### src/rtl/dir_pkg.sv
package dir_pkg;
  typedef enum logic [1:0] {
    LS_INV = 2'd0,
    LS_SHR = 2'd1,
    LS_EXC = 2'd2
  } line_st_e;

  typedef enum logic [1:0] {
    FK_READ  = 2'd0,
    FK_INVAL = 2'd1,
    FK_XFER  = 2'd2
  } fwd_kind_e;

  typedef enum logic [2:0] {
    C_IDLE,
    C_INV,
    C_FWD,
    C_WB,
    C_RSP
  } ctl_st_e;
endpackage

### src/rtl/dir_store.sv
module dir_store
  import dir_pkg::*;
#(
  parameter int NODES  = 4,
  parameter int LINES  = 8,
  parameter int DATA_W = 16,
  localparam int NID_W  = $clog2(NODES),
  localparam int LINE_W = $clog2(LINES)
) (
  input  logic              clk,
  input  logic              rst_n,
  input  logic [LINE_W-1:0] rd_line,
  output line_st_e          rd_st,
  output logic [NODES-1:0]  rd_shr,
  output logic [NID_W-1:0]  rd_own,
  input  logic              dir_we,
  input  logic [LINE_W-1:0] wr_line,
  input  line_st_e          wr_st,
  input  logic [NODES-1:0]  wr_shr,
  input  logic [NID_W-1:0]  wr_own,
  input  logic [LINE_W-1:0] dat_line,
  output logic [DATA_W-1:0] dat_out,
  input  logic              mem_we,
  input  logic [DATA_W-1:0] mem_data
);
  line_st_e          st_q  [LINES];
  logic [NODES-1:0]  shr_q [LINES];
  logic [NID_W-1:0]  own_q [LINES];
  logic [DATA_W-1:0] mem_q [LINES];

  always_ff @(posedge clk or negedge rst_n) begin
    if (!rst_n) begin
      for (int i = 0; i < LINES; i++) begin
        st_q[i]  <= LS_INV;
        shr_q[i] <= '0;
        own_q[i] <= '0;
        mem_q[i] <= '0;
      end
    end else begin
      if (dir_we) begin
        st_q[wr_line]  <= wr_st;
        shr_q[wr_line] <= wr_shr;
        own_q[wr_line] <= wr_own;
      end
      if (mem_we) mem_q[dat_line] <= mem_data;
    end
  end

  assign rd_st   = st_q[rd_line];
  assign rd_shr  = shr_q[rd_line];
  assign rd_own  = own_q[rd_line];
  assign dat_out = mem_q[dat_line];
endmodule

### src/rtl/dir_pick.sv
module dir_pick #(
  parameter int NODES = 4,
  localparam int NID_W = $clog2(NODES)
) (
  input  logic [NODES-1:0] mask,
  output logic [NID_W-1:0] idx
);
  always_comb begin
    idx = '0;
    for (int i = NODES - 1; i >= 0; i--) begin
      if (mask[i]) idx = NID_W'(i);
    end
  end
endmodule

### src/rtl/dir_home_ctrl.sv
module dir_home_ctrl
  import dir_pkg::*;
#(
  parameter int NODES  = 4,
  parameter int LINES  = 8,
  parameter int DATA_W = 16,
  localparam int NID_W  = $clog2(NODES),
  localparam int LINE_W = $clog2(LINES)
) (
  input  logic              clk,
  input  logic              rst_n,
  input  logic              req_valid,
  output logic              req_ready,
  input  logic [NID_W-1:0]  req_node,
  input  logic [LINE_W-1:0] req_line,
  input  logic              req_excl,
  output logic              rsp_valid,
  input  logic              rsp_ready,
  output logic [NID_W-1:0]  rsp_node,
  output logic [LINE_W-1:0] rsp_line,
  output logic [DATA_W-1:0] rsp_data,
  output logic              rsp_excl,
  output logic              fwd_valid,
  input  logic              fwd_ready,
  output logic [NID_W-1:0]  fwd_node,
  output logic [LINE_W-1:0] fwd_line,
  output logic [1:0]        fwd_kind,
  output logic [NID_W-1:0]  fwd_req,
  input  logic              wb_valid,
  output logic              wb_ready,
  input  logic [DATA_W-1:0] wb_data
);
  ctl_st_e           cs;
  logic [NID_W-1:0]  t_node, t_tgt;
  logic [LINE_W-1:0] t_line;
  logic              t_rexcl;
  fwd_kind_e         t_kind;
  logic [NODES-1:0]  pend;

  line_st_e          rd_st;
  logic [NODES-1:0]  rd_shr;
  logic [NID_W-1:0]  rd_own;
  logic [DATA_W-1:0] dat_out;
  logic [NID_W-1:0]  pick_idx;
  logic [NODES-1:0]  pick_bit, pend_left;

  logic              acc;
  logic [NODES-1:0]  req_bit, own_bit;
  logic              is_exc, own_req;
  ctl_st_e           a_go;
  logic              a_we, a_rexcl;
  line_st_e          a_st;
  logic [NODES-1:0]  a_shr, a_pend;
  logic [NID_W-1:0]  a_own;
  fwd_kind_e         a_kind;

  dir_store #(.NODES(NODES), .LINES(LINES), .DATA_W(DATA_W)) u_store (
    .clk     (clk),
    .rst_n   (rst_n),
    .rd_line (req_line),
    .rd_st   (rd_st),
    .rd_shr  (rd_shr),
    .rd_own  (rd_own),
    .dir_we  (a_we),
    .wr_line (req_line),
    .wr_st   (a_st),
    .wr_shr  (a_shr),
    .wr_own  (a_own),
    .dat_line(t_line),
    .dat_out (dat_out),
    .mem_we  (cs == C_WB && wb_valid),
    .mem_data(wb_data)
  );

  dir_pick #(.NODES(NODES)) u_pick (
    .mask(pend),
    .idx (pick_idx)
  );

  assign pick_bit  = NODES'(1) << pick_idx;
  assign pend_left = pend & ~pick_bit;

  assign acc     = req_valid && (cs == C_IDLE);
  assign req_bit = NODES'(1) << req_node;
  assign own_bit = NODES'(1) << rd_own;
  assign is_exc  = (rd_st == LS_EXC);
  assign own_req = (rd_own == req_node);

  // Decision taken at acceptance; directory entry updated in the same cycle.
  always_comb begin
    a_go    = C_RSP;
    a_we    = 1'b0;
    a_st    = rd_st;
    a_shr   = rd_shr;
    a_own   = rd_own;
    a_pend  = '0;
    a_rexcl = 1'b0;
    a_kind  = FK_READ;
    if (acc) begin
      if (!req_excl) begin
        if (is_exc && !own_req) begin
          a_go  = C_FWD;
          a_we  = 1'b1;
          a_st  = LS_SHR;
          a_shr = own_bit | req_bit;
        end else if (is_exc) begin
          a_rexcl = 1'b1;
        end else begin
          a_we  = 1'b1;
          a_st  = LS_SHR;
          a_shr = rd_shr | req_bit;
        end
      end else begin
        a_rexcl = 1'b1;
        if (!(is_exc && own_req)) begin
          a_we  = 1'b1;
          a_st  = LS_EXC;
          a_shr = req_bit;
          a_own = req_node;
          if (is_exc) begin
            a_go   = C_FWD;
            a_kind = FK_XFER;
          end else begin
            a_pend = rd_shr & ~req_bit;
            a_go   = (a_pend != '0) ? C_INV : C_RSP;
          end
        end
      end
    end
  end

  always_ff @(posedge clk or negedge rst_n) begin
    if (!rst_n) begin
      cs      <= C_IDLE;
      t_node  <= '0;
      t_tgt   <= '0;
      t_line  <= '0;
      t_rexcl <= 1'b0;
      t_kind  <= FK_READ;
      pend    <= '0;
    end else begin
      case (cs)
        C_IDLE: if (acc) begin
          t_node  <= req_node;
          t_line  <= req_line;
          t_tgt   <= rd_own;
          t_rexcl <= a_rexcl;
          t_kind  <= a_kind;
          pend    <= a_pend;
          cs      <= a_go;
        end
        C_INV: if (fwd_ready) begin
          pend <= pend_left;
          if (pend_left == '0) cs <= C_RSP;
        end
        C_FWD: if (fwd_ready) cs <= (t_kind == FK_READ) ? C_WB : C_IDLE;
        C_WB:  if (wb_valid) cs <= C_IDLE;
        C_RSP: if (rsp_ready) cs <= C_IDLE;
        default: cs <= C_IDLE;
      endcase
    end
  end

  assign req_ready = (cs == C_IDLE);
  assign rsp_valid = (cs == C_RSP);
  assign rsp_node  = t_node;
  assign rsp_line  = t_line;
  assign rsp_data  = dat_out;
  assign rsp_excl  = t_rexcl;
  assign fwd_valid = (cs == C_INV) || (cs == C_FWD);
  assign fwd_node  = (cs == C_INV) ? pick_idx : t_tgt;
  assign fwd_kind  = (cs == C_INV) ? FK_INVAL : t_kind;
  assign fwd_line  = t_line;
  assign fwd_req   = t_node;
  assign wb_ready  = (cs == C_WB);
endmodule

### config.mk
export PLATFORM = sky130hd
export DESIGN_NAME = dir_home_ctrl
export DESIGN_NICKNAME = d
export VERILOG_FILES = /design/src/rtl/dir_pkg.sv /design/src/rtl/dir_store.sv /design/src/rtl/dir_pick.sv /design/src/rtl/dir_home_ctrl.sv
export SDC_FILE = /design/constraint.sdc
export NUM_CORES = 1
export LEC_CHECK = 0
export BUFFER_PORTS_ARGS = -buffer_cell sky130_fd_sc_hd__buf_2
export CORE_ASPECT_RATIO = 2
export CORE_MARGIN = 3
export CORE_UTILIZATION = 58
export DETAILED_ROUTE_END_ITERATION = 10
export PLACE_DENSITY = 0.89
export SYNTH_ARGS = -nofsm -noshare
export SYNTH_HDL_FRONTEND = slang
export SYNTH_SLANG_ARGS = --single-unit
### constraint.sdc
create_clock -name clk -period 2.94 [get_ports clk]
set_input_delay 0.882 -clock clk [delete_from_list [all_inputs] [get_ports clk]]
set_output_delay 0.882 -clock clk [all_outputs]
set_load 0.03 [all_outputs]
==> Word level (Yosys, flattened, before mapping) <==
Cells that the tools add are included.
{ "op_classes": {"bitwise": 8, "eq_ne": 12, "shift": 3, "n_mux": 71, "reduce_logical": 16, "order_cmp": 4} }
{ "ops": {"columns": ["cell", "count"], "rows": [
  ["bitwise mux 128 bit", 1],
  ["two-way mux 4 bit", 13],
  ["binary-select mux 16 bit (select 3 bit)", 1],
  ["demux 16 bit (select 3 bit)", 1],
  ["two-way mux 16 bit", 3],
  ["two-way mux 2 bit", 23],
  ["two-way mux 3 bit", 11],
  ["bitwise mux 16 bit", 2],
  ["bitwise mux 32 bit", 1],
  ["one-hot mux 3 bit (5 select lines)", 1],
  ["binary-select mux 2 bit (select 3 bit)", 2],
  ["binary-select mux 4 bit (select 3 bit)", 1],
  ["demux 4 bit (select 3 bit)", 1],
  ["left shift 1 x 2 -> 4 bit, first input constant", 3],
  ["AND 4 bit", 2],
  ["greater-or-equal comparator 4 bit, second input constant", 2],
  ["< comparator 4 x 1 -> 1 bit, second input constant", 2],
  ["two-way mux 1 bit", 8],
  ["!= test 2 bit, second input constant", 4],
  ["NOT 3 -> 4 bit", 2],
  ["NOT 4 bit", 2],
  ["OR 4 bit", 2],
  ["one-hot mux 4 bit (2 select lines)", 1],
  ["demux 2 bit (select 3 bit)", 1],
  ["other kinds (17)", 24]
]} }
{ "word_totals": {"in_bits": 28, "wordCells": 153, "reg_bits": 209, "out_inout_bits": 35} }

==> Longest topological paths before layout <==
Gate-level depths: netlist (run 1).
{ "logic_depth": {"ltp_word": 12, "depth_mapped": 11, "mapped_depth_nobuf": 7} }

==> Hierarchy <==
From an unflattened synthesis (run 1), not the netlist that was laid out.
{ "hier_totals": {"hier_cells": 762, "area_unflattened_um2": 10359.9} }
{ "by_module_without_submodules": {"columns": ["mod", "area_per_inst_um2", "cells_per_inst", "instances", "seq_area_each_um2"], "rows": [
  ["dir_store", 8997.4, 584, 1, 4804.6],
  ["dir_home_ctrl", 1335.0, 173, 1, 400.4],
  ["dir_pick", 27.5, 5, 1, 0.0]
]} }

==> Worst setup path after synthesis (run 1) <==
OpenSTA, ideal clock, no wires.
{ "synth_timing": {"path_type": "input-to-reg", "startpoint": "input port req_line[0]", "endpoint": "register u_store.shr_q[30] (netlist name)", "setup_ps": 127, "required_ps": 2813, "slack_ps": -239, "stages": 8, "arrival_ps": 3052, "path_buffers": 2, "path_cell_list": "buf_6 -> mux4_2 -> mux2_4 -> xnor2_4 -> nor4b_4 -> or4b_1 -> buf_6 -> mux2_1"} }
{ "synth_between": {"elab_chain_cells": 11, "word_cells_on_any_way": 34, "classes_between": "order compare (2); eq/ne (2); shift (1); mux (22); bitwise (3); reduce/logical (4)"} }
{ "synth_rtl": {"columns": ["item", "line", "source"], "rows": [
  ["start: declaration", "dir_home_ctrl.sv:15", "input logic [LINE_W-1:0] req_line,"],
  ["NOT 3 -> 4 bit (not written as such) *", null, null],
  ["binary-select mux 2 bit (select 3 bit)", "dir_store.sv:51", "assign rd_own = own_q[rd_line];"],
  ["two-way mux 2 bit (not written as such) (2 in series)", "dir_store.sv:51", null],
  ["== test 2 bit", "dir_home_ctrl.sv:87", "assign own_req = (rd_own == req_node);"],
  ["logical NOT 1 bit", "dir_home_ctrl.sv:101", "if (is_exc && !own_req) begin"],
  ["logical AND 1 bit", "dir_home_ctrl.sv:101", null],
  ["two-way mux 4 bit", "dir_home_ctrl.sv:101", null],
  ["two-way mux 4 bit", "dir_home_ctrl.sv:100", "if (!req_excl) begin"],
  ["two-way mux 4 bit", "dir_home_ctrl.sv:99", "if (acc) begin"],
  ["bitwise mux 32 bit", "dir_store.sv:42", "shr_q[wr_line] <= wr_shr;"],
  ["end signal: indexed assignment", "dir_store.sv:42", null],
  ["end: declaration", "dir_store.sv:27", "logic [NODES-1:0] shr_q [LINES];"]
]} }
Mark *: on every way between the ends. The rest lies on a longest branch, timed or not. The select of a mux whose other input is x is not followed.
A chain may end at the register's enable or synchronous reset.

==> Final worst setup path (run 1) <==
{ "layout_timing": {"startpoint": "input port req_line[0]", "endpoint": "register u_store.st_q[15] (netlist name)"} }
{ "layout_between": {"elab_chain_cells": 11, "word_cells_on_any_way": 28, "classes_between": "order compare (2); eq/ne (2); mux (19); bitwise (1); reduce/logical (4)"} }
{ "layout_rtl": {"columns": ["item", "line", "source"], "rows": [
  ["NOT 3 -> 4 bit (not written as such) *", "dir_store.sv:41, dir_store.sv:49, dir_store.sv:51", null],
  ["binary-select mux 2 bit (select 3 bit)", "dir_store.sv:51", null],
  ["two-way mux 2 bit (not written as such) (2 in series)", "dir_store.sv:51", null],
  ["== test 2 bit", "dir_home_ctrl.sv:87", null],
  ["logical NOT 1 bit", "dir_home_ctrl.sv:101", null],
  ["logical AND 1 bit", "dir_home_ctrl.sv:101", null],
  ["two-way mux 2 bit", "dir_home_ctrl.sv:101", null],
  ["two-way mux 2 bit", "dir_home_ctrl.sv:100", null],
  ["two-way mux 2 bit", "dir_home_ctrl.sv:99", null],
  ["bitwise mux 16 bit", "dir_store.sv:41", "st_q[wr_line] <= wr_st;"],
  ["end signal: indexed assignment", "dir_store.sv:41", null],
  ["end: declaration", "dir_store.sv:26", "line_st_e st_q [LINES];"]
]} }
Marked as above.

==> results of run 1 <==
==> Yosys cell counts (2+ instances only) <==
master    count  share of area [%]
dfrtp_1     208                 53
mux2_2      150                 17
a22oi_1      67                5.2
nand2_1      51                2.0
clkbuf_1     41                1.6
o21ai_0      26                1.3
nor2_1       22               0.85
mux2_1       16                1.8
nand4_1      16                1.0
mux2_4       13                2.0
mux2i_1      13                1.3
a21oi_1      12               0.62
nor3_1       12               0.62
and3_1       10               0.64
mux4_2        9                2.1
buf_2         8               0.41
inv_1         6               0.23
o21ai_1       6               0.31
buf_4         5               0.38
buf_6         4               0.46
nor3b_1       4               0.31
xnor2_1       4               0.36
buf_1         3               0.12
nor2b_1       3               0.19
o31ai_1       3               0.23
o32ai_1       3               0.27
a211oi_1      2               0.15
a31o_2        2               0.18
clkinv_1      2              0.077
nand2b_1      2               0.13
nand3b_1      2               0.15
nor4_1        2               0.13
o211a_1       2               0.21
o221ai_1      2               0.18
o22ai_1       2               0.13
o311ai_0      2               0.18
or3_1         2               0.13
or3b_1        2               0.18
or4b_1        2               0.21
==> routing by layer <==
layer / vias up / global-route usage [%] / part of all wire (%)
li1: 3065 / - / -
met1: 3604 / 30.6 / 34
met2: 332 / 51.4 / 54
met3: 110 / 3.39 / 5.6
met4: 0 / 16.2 / 6.1
met5: - / 0 / 0
==> worst max path at each step <==
stage,from,end,slack (ns),cells past startpoint
after global routing,fwd_line[1]$_DFFE_PN0P_,rsp_data[2],-0.02,6
after CTS,req_line[0],u_store.shr_q[17]$_DFFE_PN0P_,0.02,11
after floorplan,req_line[0],u_store.own_q[13]$_DFFE_PN0P_,-0.22,8
after detailed placement,req_line[0],u_store.shr_q[17]$_DFFE_PN0P_,-0.59,10
after global placement,req_line[0],u_store.shr_q[17]$_DFFE_PN0P_,-0.53,10
final,req_line[0],u_store.st_q[15]$_DFFE_PN0P_,0.07,9
==> flip-flops by register name, summed over array words and instances, names as in the netlist <==
register / cells
t_kind: 1
cs: 3
rsp_excl: 1
t_tgt: 2
pend: 4
u_store.shr_q: 32
u_store.mem_q: 128
u_store.own_q: 16
fwd_req: 2
fwd_line: 3
u_store.st_q: 16
==> logic make-up (layout without fill, tap and decap cells) <==
group	Yosys count	in the layout
mux	201	201
xor+xnor	5	5
buf+inv	70	197
flops	208	208
simple gates	141	141
compound gates	144	144
==> stage by stage <==
stage / total power [mW] / std cells / area, sq um
2_1_floorplan: 6.76 / 769 / 9920
3_3_place_gp: 7.92 / 1060 / 11000
4_1_cts: 10.8 / 1096 / 11700
3_5_place_dp: 8.11 / 1060 / 11000
5_1_grt: 11.3 / 1100 / 11700
6_report: 10.8 / 1100 / 11700
==> layout make-up <==
| cell class | instances | area, sq um | area share [%] |
|---|---|---|---|
| tap | 204 | 255 | 2.18 |
| inverter | 9 | 33.8 | 0.288 |
| multi-input combinational | 491 | 4390 | 37.5 |
| clock buffer | 24 | 514 | 4.39 |
| sequential | 208 | 5210 | 44.5 |
| timing repair buffer | 154 | 1170 | 10.0 |
| clock inverter | 10 | 143 | 1.22 |
==> power breakdown <==
| group | internal, mW | leakage [nW] | switching, mW |
|---|---|---|---|
| sequential | 3.78 | 2.80 | 0.651 |
| clock | 1.52 | 0.313 | 1.09 |
| combinational | 1.72 | 2.59 | 2.08 |
| total | 7.02 | 5.70 | 3.81 |
==> timing repair <==
item | in CTS | in global routing
resized for setup | 6 | 5
setup endpoints to repair | 46 | 37
buffers inserted | 2 | 4
pin swaps | 1 | 1
==> worst max-delay path: cells and delay by family <==
family | cells | cell delay, ns
xor gates and xnor gates | 1 | 0.18
and+or+nand+nor | 2 | 0.55
muxes | 3 | 1.14
buffers and inverters | 3 | 0.47
==> summary.md, run 1 <==
| Metric | Value |
|---|---|
| Final wirelength | `25.9 mm` |
| Setup Skew | `0.0108 ns` |
| Syn nets | `797` |
| Post-route setup TNS | `0 ns` |
| Reg2reg path depth | `9` |
| Leak | `5.70 nW` |
| Outcome | `complete, no violations` |
| Largest family of logic cells by synthesized area | `multiplexers` |
| Final ANT Viol Nets | `0` |
| Crit path max-delay cell type | `mux4_2` |
| Num CTS Buffers | `19` |
| Initial antenna violation count | `0` |
| Post-Syn Area | `9760 sq um` |
| Power per cell area | `924 nW/um^2` |
| IO buf count | `62` |
| Mapped Avg Cell Area | `12.7 sq um` |
| CP Max Fanout | `9` |
| Reg2Reg Capture Point | `u_store.st_q[15]$_DFFE_PN0P_` |
| Total track usage | `28.0%` |
| Worst path max stage delay | `0.52 ns` |
| Post-synth EDFFs | `0` |
| Synth Area in Adders | `0%` |
| Commonest non-fill, non-tap cell in the layout | `dfrtp_1` |
| DR WL/cell | `23.5 um` |
| Fin nets | `911` |
| Post-synth cell types | `67` |
| Setup violations, final | `0` |
| Global route overflow | `0` |
| Longest Clk Path Bufs | `3` |
| Worst-path clk slew | `0.07 ns` |
| Commonest non-fill, non-tap cells in the layout | `205 x dfrtp_1, 135 x mux2_2, 78 x buf_4` |
| Post-synthesis compound-gate area fraction | `10.5%` |
| DP Wirelength | `17.8 mm` |
| Die Span Y | `189 um` |
| Initial DRC count | `312` |
| Vias in the first global route | `7605` |
| Clock Sinks | `208` |
| First-pass GRT wire length | `40.9 mm` |
| Async SR Flop Fraction | `100%` |
| CP cell instances | `buf_6, mux4_2, mux2_4, xnor2_4, nor4b_4, buf_6, or4b_1, buf_4, mux2_4` |
| Register area share after synthesis | `53.3%` |
| Period minus WS final | `2.87 ns` |
| Post-Synth XOR/XNOR Area | `0.641%` |
| Multiplexer share of the synthesized area | `24.6%` |
| I/O Pins | `63` |
| Startpoint Class | `input port` |
| Largest net degree at the start of global routing | `70` |
| H-tree levels | `1` |
| Pins over their slew limit | `0` |
| Core area | `16400 sq um` |
| Ant diodes | `0` |
| Worst slew margin | `36.5%` |
| Worst-Margin Slew | `0.926 ns` |
| Hold-fix buffers, CTS | `0` |
| Ys flop type | `dfrtp_1` |
| First drt pass iteration count | `5` |
| Critical path endpoint category | `flop` |
| Worst hold margin | `0.389 ns` |
| Worst reg2reg startpoint | `u_store.own_q[9]$_DFFE_PN0P_` |
| Core Util, Final | `71.7%` |
| Vias per std cell | `6.46` |
| Clk root buf | `clkbuf_16` |
| CP arrival | `3.24 ns` |
| Final Hold Viols | `0` |
| Layout cells sized above 1 | `44.1%` |
| WS Path Type | `in -> reg` |
| Max-Cap Viols | `0` |
| Post-Synth Simple-Gate Area | `7.68%` |
| Die X-Extent | `97.7 um` |
| HP Class | `in -> async` |
| Worst path required time | `3.31 ns` |
| VDD IR-drop max | `0.000778 V` |
| Ratio of final minimum period to clock period | `97.7%` |
| Final worst slack | `0.0685 ns` |
| Place WS | `-0.586 ns` |
| Drt drc | `0` |
| Initial core utilization | `59.7%` |
| Layout area overhead | `20.1%` |
| CTS tree | `done` |
| Skew-Pair Late Insertion Delay | `0.49 ns` |
| Reg-to-reg slack, setup | `0.20 ns` |
| Max Clk Rate | `0.348 GHz` |
| Fill cells | `1075` |
| YS warnings | `0` |
| RSZ-0062 raised after global routing | `yes` |
| Row count | `66` |
| Routability cong. | `0.944` |
| Synth Instances | `769` |
| Register bit count reported by yosys | `208` |
| DIE AREA | `18500 sq um` |
| DR vias | `7111` |
(Power assumes the default switching activity.)
==> run 2: changes to the inputs <==
- CORE_ASPECT_RATIO: 2 -> 1.75
==> summary.md, run 2 (synthesis results as in run 1) <==
| Metric | Value |
|---|---|
| Outcome | `finished with violations` |
| Failing checks | `setup timing` |
| CP arrival | `3.34 ns (+0.10 ns)` |
| Reg2reg path depth | `8 (-1)` |
| DR vias | `7175 (+0.90%)` |
| Setup violations, final | `8 (+8)` |
| Layout cells sized above 1 | `45.3% (+1.2 points)` |
| Num CTS Buffers | `20 (+1)` |
| H-tree levels | `1 (unchanged)` |
| Core area | `16400 sq um (+0.58%)` |
| First-pass GRT wire length | `40.1 mm (-1.9%)` |
| Largest regs | `u_store.mem_q x128, u_store.shr_q x32` |
| Post-route setup TNS | `-0.121 ns (-0.121 ns)` |
| Skew-Pair Late Insertion Delay | `0.49 ns (about the same)` |
| Area after DPL | `10900 sq um (-0.50%)` |
| Largest net degree at the start of global routing | `77 (+10%)` |
| Initial DRC count | `401 (+29%)` |
| Global route overflow | `0 (unchanged)` |
| Startpoint Class | `input port` |
| First drt pass iteration count | `5 (unchanged)` |
| Initial core utilization | `59.3% (-0.35 points)` |
| Finished Layout Cells | `1130 (+2.7%)` |
| Period minus WS final | `2.97 ns (+0.0979 ns)` |
| Final worst slack | `-0.0294 ns (-0.0979 ns)` |
| Routability cong. | `0.976 (+3.4%)` |
| CTS tree | `done` |
| CP Launch Point | `req_line[0]` |
| Top reg by flops | `u_store.mem_q` |
| Core Util, Final | `71.9% (+0.21 points)` |
| Clock Sinks | `208 (unchanged)` |
| Total track usage | `27.2% (-0.75 points)` |
| Max reg flops | `128 (unchanged)` |
| Ant diodes | `0 (unchanged)` |
| Initial antenna violation count | `0 (unchanged)` |
| CP Max Fanout | `10 (+1)` |
| Pins over their slew limit | `0 (unchanged)` |
| Reg2Reg Capture Point | `u_store.shr_q[13]$_DFFE_PN0P_` |
| Power per cell area | `930 nW/um^2 (+0.61%)` |
| Final Hold Viols | `0 (unchanged)` |
| Reg-to-reg slack, setup | `0.20 ns (about the same)` |
| Drt drc | `0 (unchanged)` |
| Placed Cells incl. Taps | `1081 (+2.0%)` |
| Fill cells | `1054 (-2.0%)` |
| HP Class | `in -> async` |
| DR WL/cell | `23.1 um (-1.6%)` |
| Vias per std cell | `6.35 (-1.8%)` |
| Max-Cap Viols | `0 (unchanged)` |
| I/O Pins | `63 (unchanged)` |
| Worst path required time | `3.31 ns (about the same)` |
| Layout area overhead | `21.1%` |
| Worst hold margin | `0.420 ns (+0.0306 ns)` |
| Final ANT Viol Nets | `0 (unchanged)` |
| VDD IR-drop max | `0.000670 V (-14%)` |
| Power, Total | `11.0 mW (+1.5%)` |
| IO buf count | `62 (unchanged)` |
| Max Clk Rate | `0.337 GHz (-3.3%)` |
| DIE AREA | `18500 sq um (-0.18%)` |
| WS Path Type | `in -> reg` |
| Commonest non-fill, non-tap cell in the layout | `dfrtp_1` |
| Ratio of final minimum period to clock period | `101% (+3.3 points)` |
| Longest Clk Path Bufs | `3 (unchanged)` |
| Clk root buf | `clkbuf_16` |
| Worst slew margin | `42.3% (+5.8 points)` |
| Setup Skew | `0.0143 ns (+0.00350 ns)` |
| Worst-path clk slew | `0.06 ns (about the same)` |
| Commonest non-fill, non-tap cells in the layout | `205 x dfrtp_1, 135 x mux2_2, 87 x buf_4` |
| Final wirelength | `26.2 mm (+1.1%)` |
| Row count | `62 (-6.1%)` |
| Worst-Margin Slew | `0.841 ns (-0.0844 ns)` |
| Leak | `5.75 nW (+0.85%)` |
| RSZ-0062 raised after global routing | `yes` |
| DP Wirelength | `16.5 mm (-7.3%)` |
| Fin nets | `920 (+0.99%)` |
| Place WS | `-0.678 ns (-0.0926 ns)` |
| Worst reg2reg startpoint | `u_store.own_q[8]$_DFFE_PN0P_` |
| Die Span Y | `178 um (-6.3%)` |
| Critical path endpoint category | `flop` |
| Post-route cell area | `11800 sq um (+0.88%)` |
| Die X-Extent | `104 um (+6.5%)` |
| Vias in the first global route | `7608 (+0.039%)` |
-- run 2: changes by cell type in the layout (fill, tap and decap cells not counted), sizes merged --
cell      delta
inv          -2
clkinvlp     -2
clkinv       +4
buf          +5
clkbuf       +6
bufinv       -1
-- run 2: layout make-up --
| type | count | area [sq um] | area share [%] |
|---|---|---|---|
| clock buffer | 27 | 568 | 4.81 |
| clock inverter | 9 | 97.6 | 0.826 |
| sequential | 208 | 5210 | 44.1 |
| inverter | 9 | 33.8 | 0.286 |
| multi-input combinational | 491 | 4420 | 37.4 |
| tap | 224 | 280 | 2.37 |
| timing repair buffer | 162 | 1210 | 10.2 |
-- run 2: metal layers --
metal	global-route usage, %	routed length (um)	vias up
li1	-	-	3083
met1	30.6	9320	3635
met2	51.2	14100	356
met3	2.99	1470	101
met4	13.2	1240	0
met5	0	0	-
-- run 2: critical path, cell delays in order --
cell	delay [ns]
buf_6	0.13
buf_4	0.16
o32ai_1	0.31
buf_4	0.18
o311ai_4	0.12
or2_4	0.32
buf_4	0.16
buf_4	0.14
o21ai_0	0.35
o21ai_1	0.10
buf_4	0.19
mux2_4	0.28
-- run 2: worst max-delay path by stage --
stage	end	depth (start not counted)	slack, ns
2_1_floorplan	u_store.own_q[13]$_DFFE_PN0P_	8	-0.22
3_3_place_gp	u_store.shr_q[17]$_DFFE_PN0P_	8	-0.60
3_5_place_dp	u_store.shr_q[17]$_DFFE_PN0P_	8	-0.68
4_1_cts	rsp_data[1]	6	0.01
5_1_grt	u_store.shr_q[14]$_DFFE_PN0P_	12	-0.06
6_report	u_store.shr_q[6]$_DFFE_PN0P_	12	-0.03
-- run 2: report_power, final --
group          internal, mW  total [mW]  switching, mW
logic                  1.81        3.98           2.17
clock network          1.54        2.62           1.08
registers              3.78        4.39          0.616
-- run 2: what timing repair did --
action | 4_1_cts | 5_1_grt
resized for setup | 5 | 39
setup buffers | 2 | 9
setup endpoints to repair | 52 | 36
pin swaps | 2 | 3
cloned | 0 | 2
hold buffers | 0 | 0
==> run 3: changes to the inputs <==
- CELL_PAD_IN_SITES_DETAIL_PLACEMENT: not set -> 0
- CELL_PAD_IN_SITES_GLOBAL_PLACEMENT: not set -> 1
- CORE_UTILIZATION: 58 -> 50
- PLACE_DENSITY: 0.89 -> 0.92
==> summary.md, run 3 (synthesis results as in run 1) <==
| Metric | Value |
|---|---|
| Outcome | `finished with violations` |
| Failing checks | `setup timing` |
| IO buf count | `62 (unchanged)` |
| Core Util, Final | `62.2% (-9.7 points)` |
| Initial antenna violation count | `0 (unchanged)` |
| Power per cell area | `946 nW/um^2 (+1.8%)` |
| Commonest non-fill, non-tap cells in the layout | `205 x dfrtp_1, 135 x mux2_2, 86 x buf_4` |
| Period minus WS final | `2.95 ns (-0.0150 ns)` |
| Core area | `19200 sq um (+17%)` |
| Worst path max stage delay | `0.47 ns (+0.12 ns)` |
| Skew-Pair Late Insertion Delay | `0.50 ns (about the same)` |
| H-tree levels | `1 (unchanged)` |
| DP Wirelength | `16.8 mm (+1.8%)` |
| WP buf/inv | `4 (-2)` |
| Startpoint Class | `flop` |
| HP Class | `in -> async` |
| Worst slew margin | `49.2% (+6.9 points)` |
| Longest Clk Path Bufs | `3 (unchanged)` |
| Global route overflow | `0 (unchanged)` |
| VDD IR-drop max | `0.000694 V (+3.6%)` |
| Initial core utilization | `50.8% (-8.5 points)` |
| Layout cells sized above 1 | `44.6% (-0.61 points)` |
| Crit path max-delay cell type | `dfrtp_2` |
| Max-Cap Viols | `0 (unchanged)` |
| DR vias | `6926 (-3.5%)` |
| Worst-path clk slew | `0.07 ns (about the same)` |
| Worst-Margin Slew | `0.741 ns (-0.0999 ns)` |
| Hold-fix buffers, CTS | `0 (unchanged)` |
| Final ANT Viol Nets | `0 (unchanged)` |
| Vias in the first global route | `7313 (-3.9%)` |
| Place WS | `-0.553 ns (+0.125 ns)` |
| Final wirelength | `25.7 mm (-1.7%)` |
| Commonest non-fill, non-tap cell in the layout | `dfrtp_1` |
| Die X-Extent | `112 um (+7.3%)` |
| Routability cong. | `0.884 (-9.4%)` |
| Pins over their slew limit | `0 (unchanged)` |
| DIE AREA | `21300 sq um (+15%)` |
| CP cell instances | `buf_6, nor3b_4, buf_12, clkbuf_16, a22oi_1, nand4_1, buf_6` |
| CP top delay family | `buffers and inverters` |
| Drt drc | `0 (unchanged)` |
| WS Path Type | `reg -> out` |
| Row count | `67 (+8.1%)` |
| Critical path endpoint category | `output port` |
| Layout area overhead | `22.3%` |
| Clock Sinks | `208 (unchanged)` |
| Largest net degree at the start of global routing | `91 (+18%)` |
| First-pass GRT wire length | `40.3 mm (+0.53%)` |
| Ant diodes | `0 (unchanged)` |
| Vias per std cell | `6.09 (-4.1%)` |
| Die Span Y | `191 um (+7.4%)` |
| CP Max Fanout | `8 (-2)` |
| Power, Total | `11.3 mW (+2.8%)` |
| Leak | `5.75 nW (about the same)` |
| Total track usage | `23.8% (-3.4 points)` |
| Setup violations, final | `2 (-6)` |
| Final Hold Viols | `0 (unchanged)` |
| RSZ-0062 raised after global routing | `yes` |
| Max Clk Rate | `0.338 GHz (+0.51%)` |
| DR WL/cell | `22.6 um (-2.3%)` |
| Max reg flops | `128 (unchanged)` |
| Initial DRC count | `498 (+24%)` |
| Largest regs | `u_store.mem_q x128, u_store.shr_q x32` |
| Cell repeated most along the worst path | `buf_6` |
| CP arrival | `2.07 ns (-1.27 ns)` |
| Ratio of final minimum period to clock period | `100% (-0.51 points)` |
| Clk root buf | `clkbuf_16` |
| Worst hold margin | `0.333 ns (-0.0868 ns)` |
| Reg-to-reg slack, setup | `0.20 ns (about the same)` |
| Setup Skew | `0.00688 ns (-0.00740 ns)` |
| Final worst slack | `-0.0144 ns (+0.0150 ns)` |
| Top reg by flops | `u_store.mem_q` |
| Worst path required time | `2.06 ns (-1.25 ns)` |
| Fill cells | `1465 (+39%)` |
| First drt pass iteration count | `5 (unchanged)` |
| CTS tree | `done` |
| Num CTS Buffers | `20 (unchanged)` |
| Fin nets | `912 (-0.87%)` |
| I/O Pins | `63 (unchanged)` |
[run 3: changes by cell type in the layout (fill, tap and decap cells not counted), sizes merged]
cell	delta
clkbuf	-1
clkinv	-4
bufinv	+2
clkinvlp	+2
buf	-9
[run 3: repair_timing]
action	4_1_cts	5_1_grt
pin swaps	2	3
cloned	0	2
resized for setup	6	49
setup endpoints to repair	53	66
buffers inserted	5	9
[run 3: final timing paths]
path	startpoint	endpoint	cells after the start
min in group clk	u_store.st_q[0]$_DFFE_PN0P_	u_store.st_q[0]$_DFFE_PN0P_	2
max	fwd_line[2]$_DFFE_PN0P_	rsp_data[2]	7
min	rst_n	u_store.mem_q[57]$_DFFE_PN0P_	1
min reg2reg	u_store.st_q[0]$_DFFE_PN0P_	u_store.st_q[0]$_DFFE_PN0P_	2
max reg2reg	u_store.own_q[2]$_DFFE_PN0P_	u_store.shr_q[22]$_DFFE_PN0P_	8
max in group asynchronous	rst_n	u_store.mem_q[62]$_DFFE_PN0P_	2
[run 3: report_power, final]
group | switching (mW) | internal, mW
clock network | 1.11 | 1.73
registers | 0.591 | 3.78
logic | 2.16 | 1.94
[run 3: through the flow]
stage	TNS (ns)	cell area [sq um]	std cells
2_1_floorplan	-11.78	9920	769
3_3_place_gp	-29.72	10900	1087
3_5_place_dp	-32.08	10900	1087
4_1_cts	-0.00379	11700	1126
5_1_grt	-0.935	11900	1137
6_report	-0.0246	11900	1137
[run 3: layout make-up]
| class | count | area [sq um] | area share, % |
|---|---|---|---|
| multi-input combinational | 491 | 4420 | 37.0 |
| inverter | 9 | 33.8 | 0.283 |
| clock inverter | 9 | 156 | 1.31 |
| sequential | 208 | 5210 | 43.6 |
| clock buffer | 25 | 571 | 4.78 |
| tap | 241 | 302 | 2.53 |
| timing repair buffer | 154 | 1250 | 10.4 |
[run 3: layer usage]
layer  up-vias  share of wire, %  GRT usage [%]  wire, um
met5         -                 0              0         0
met4         0               4.1           9.18      1060
li1       3067                 -              -         -
met3        70               4.5           2.83      1160
met1      3546                37           27.4      9550
met2       243                54           44.8     13900
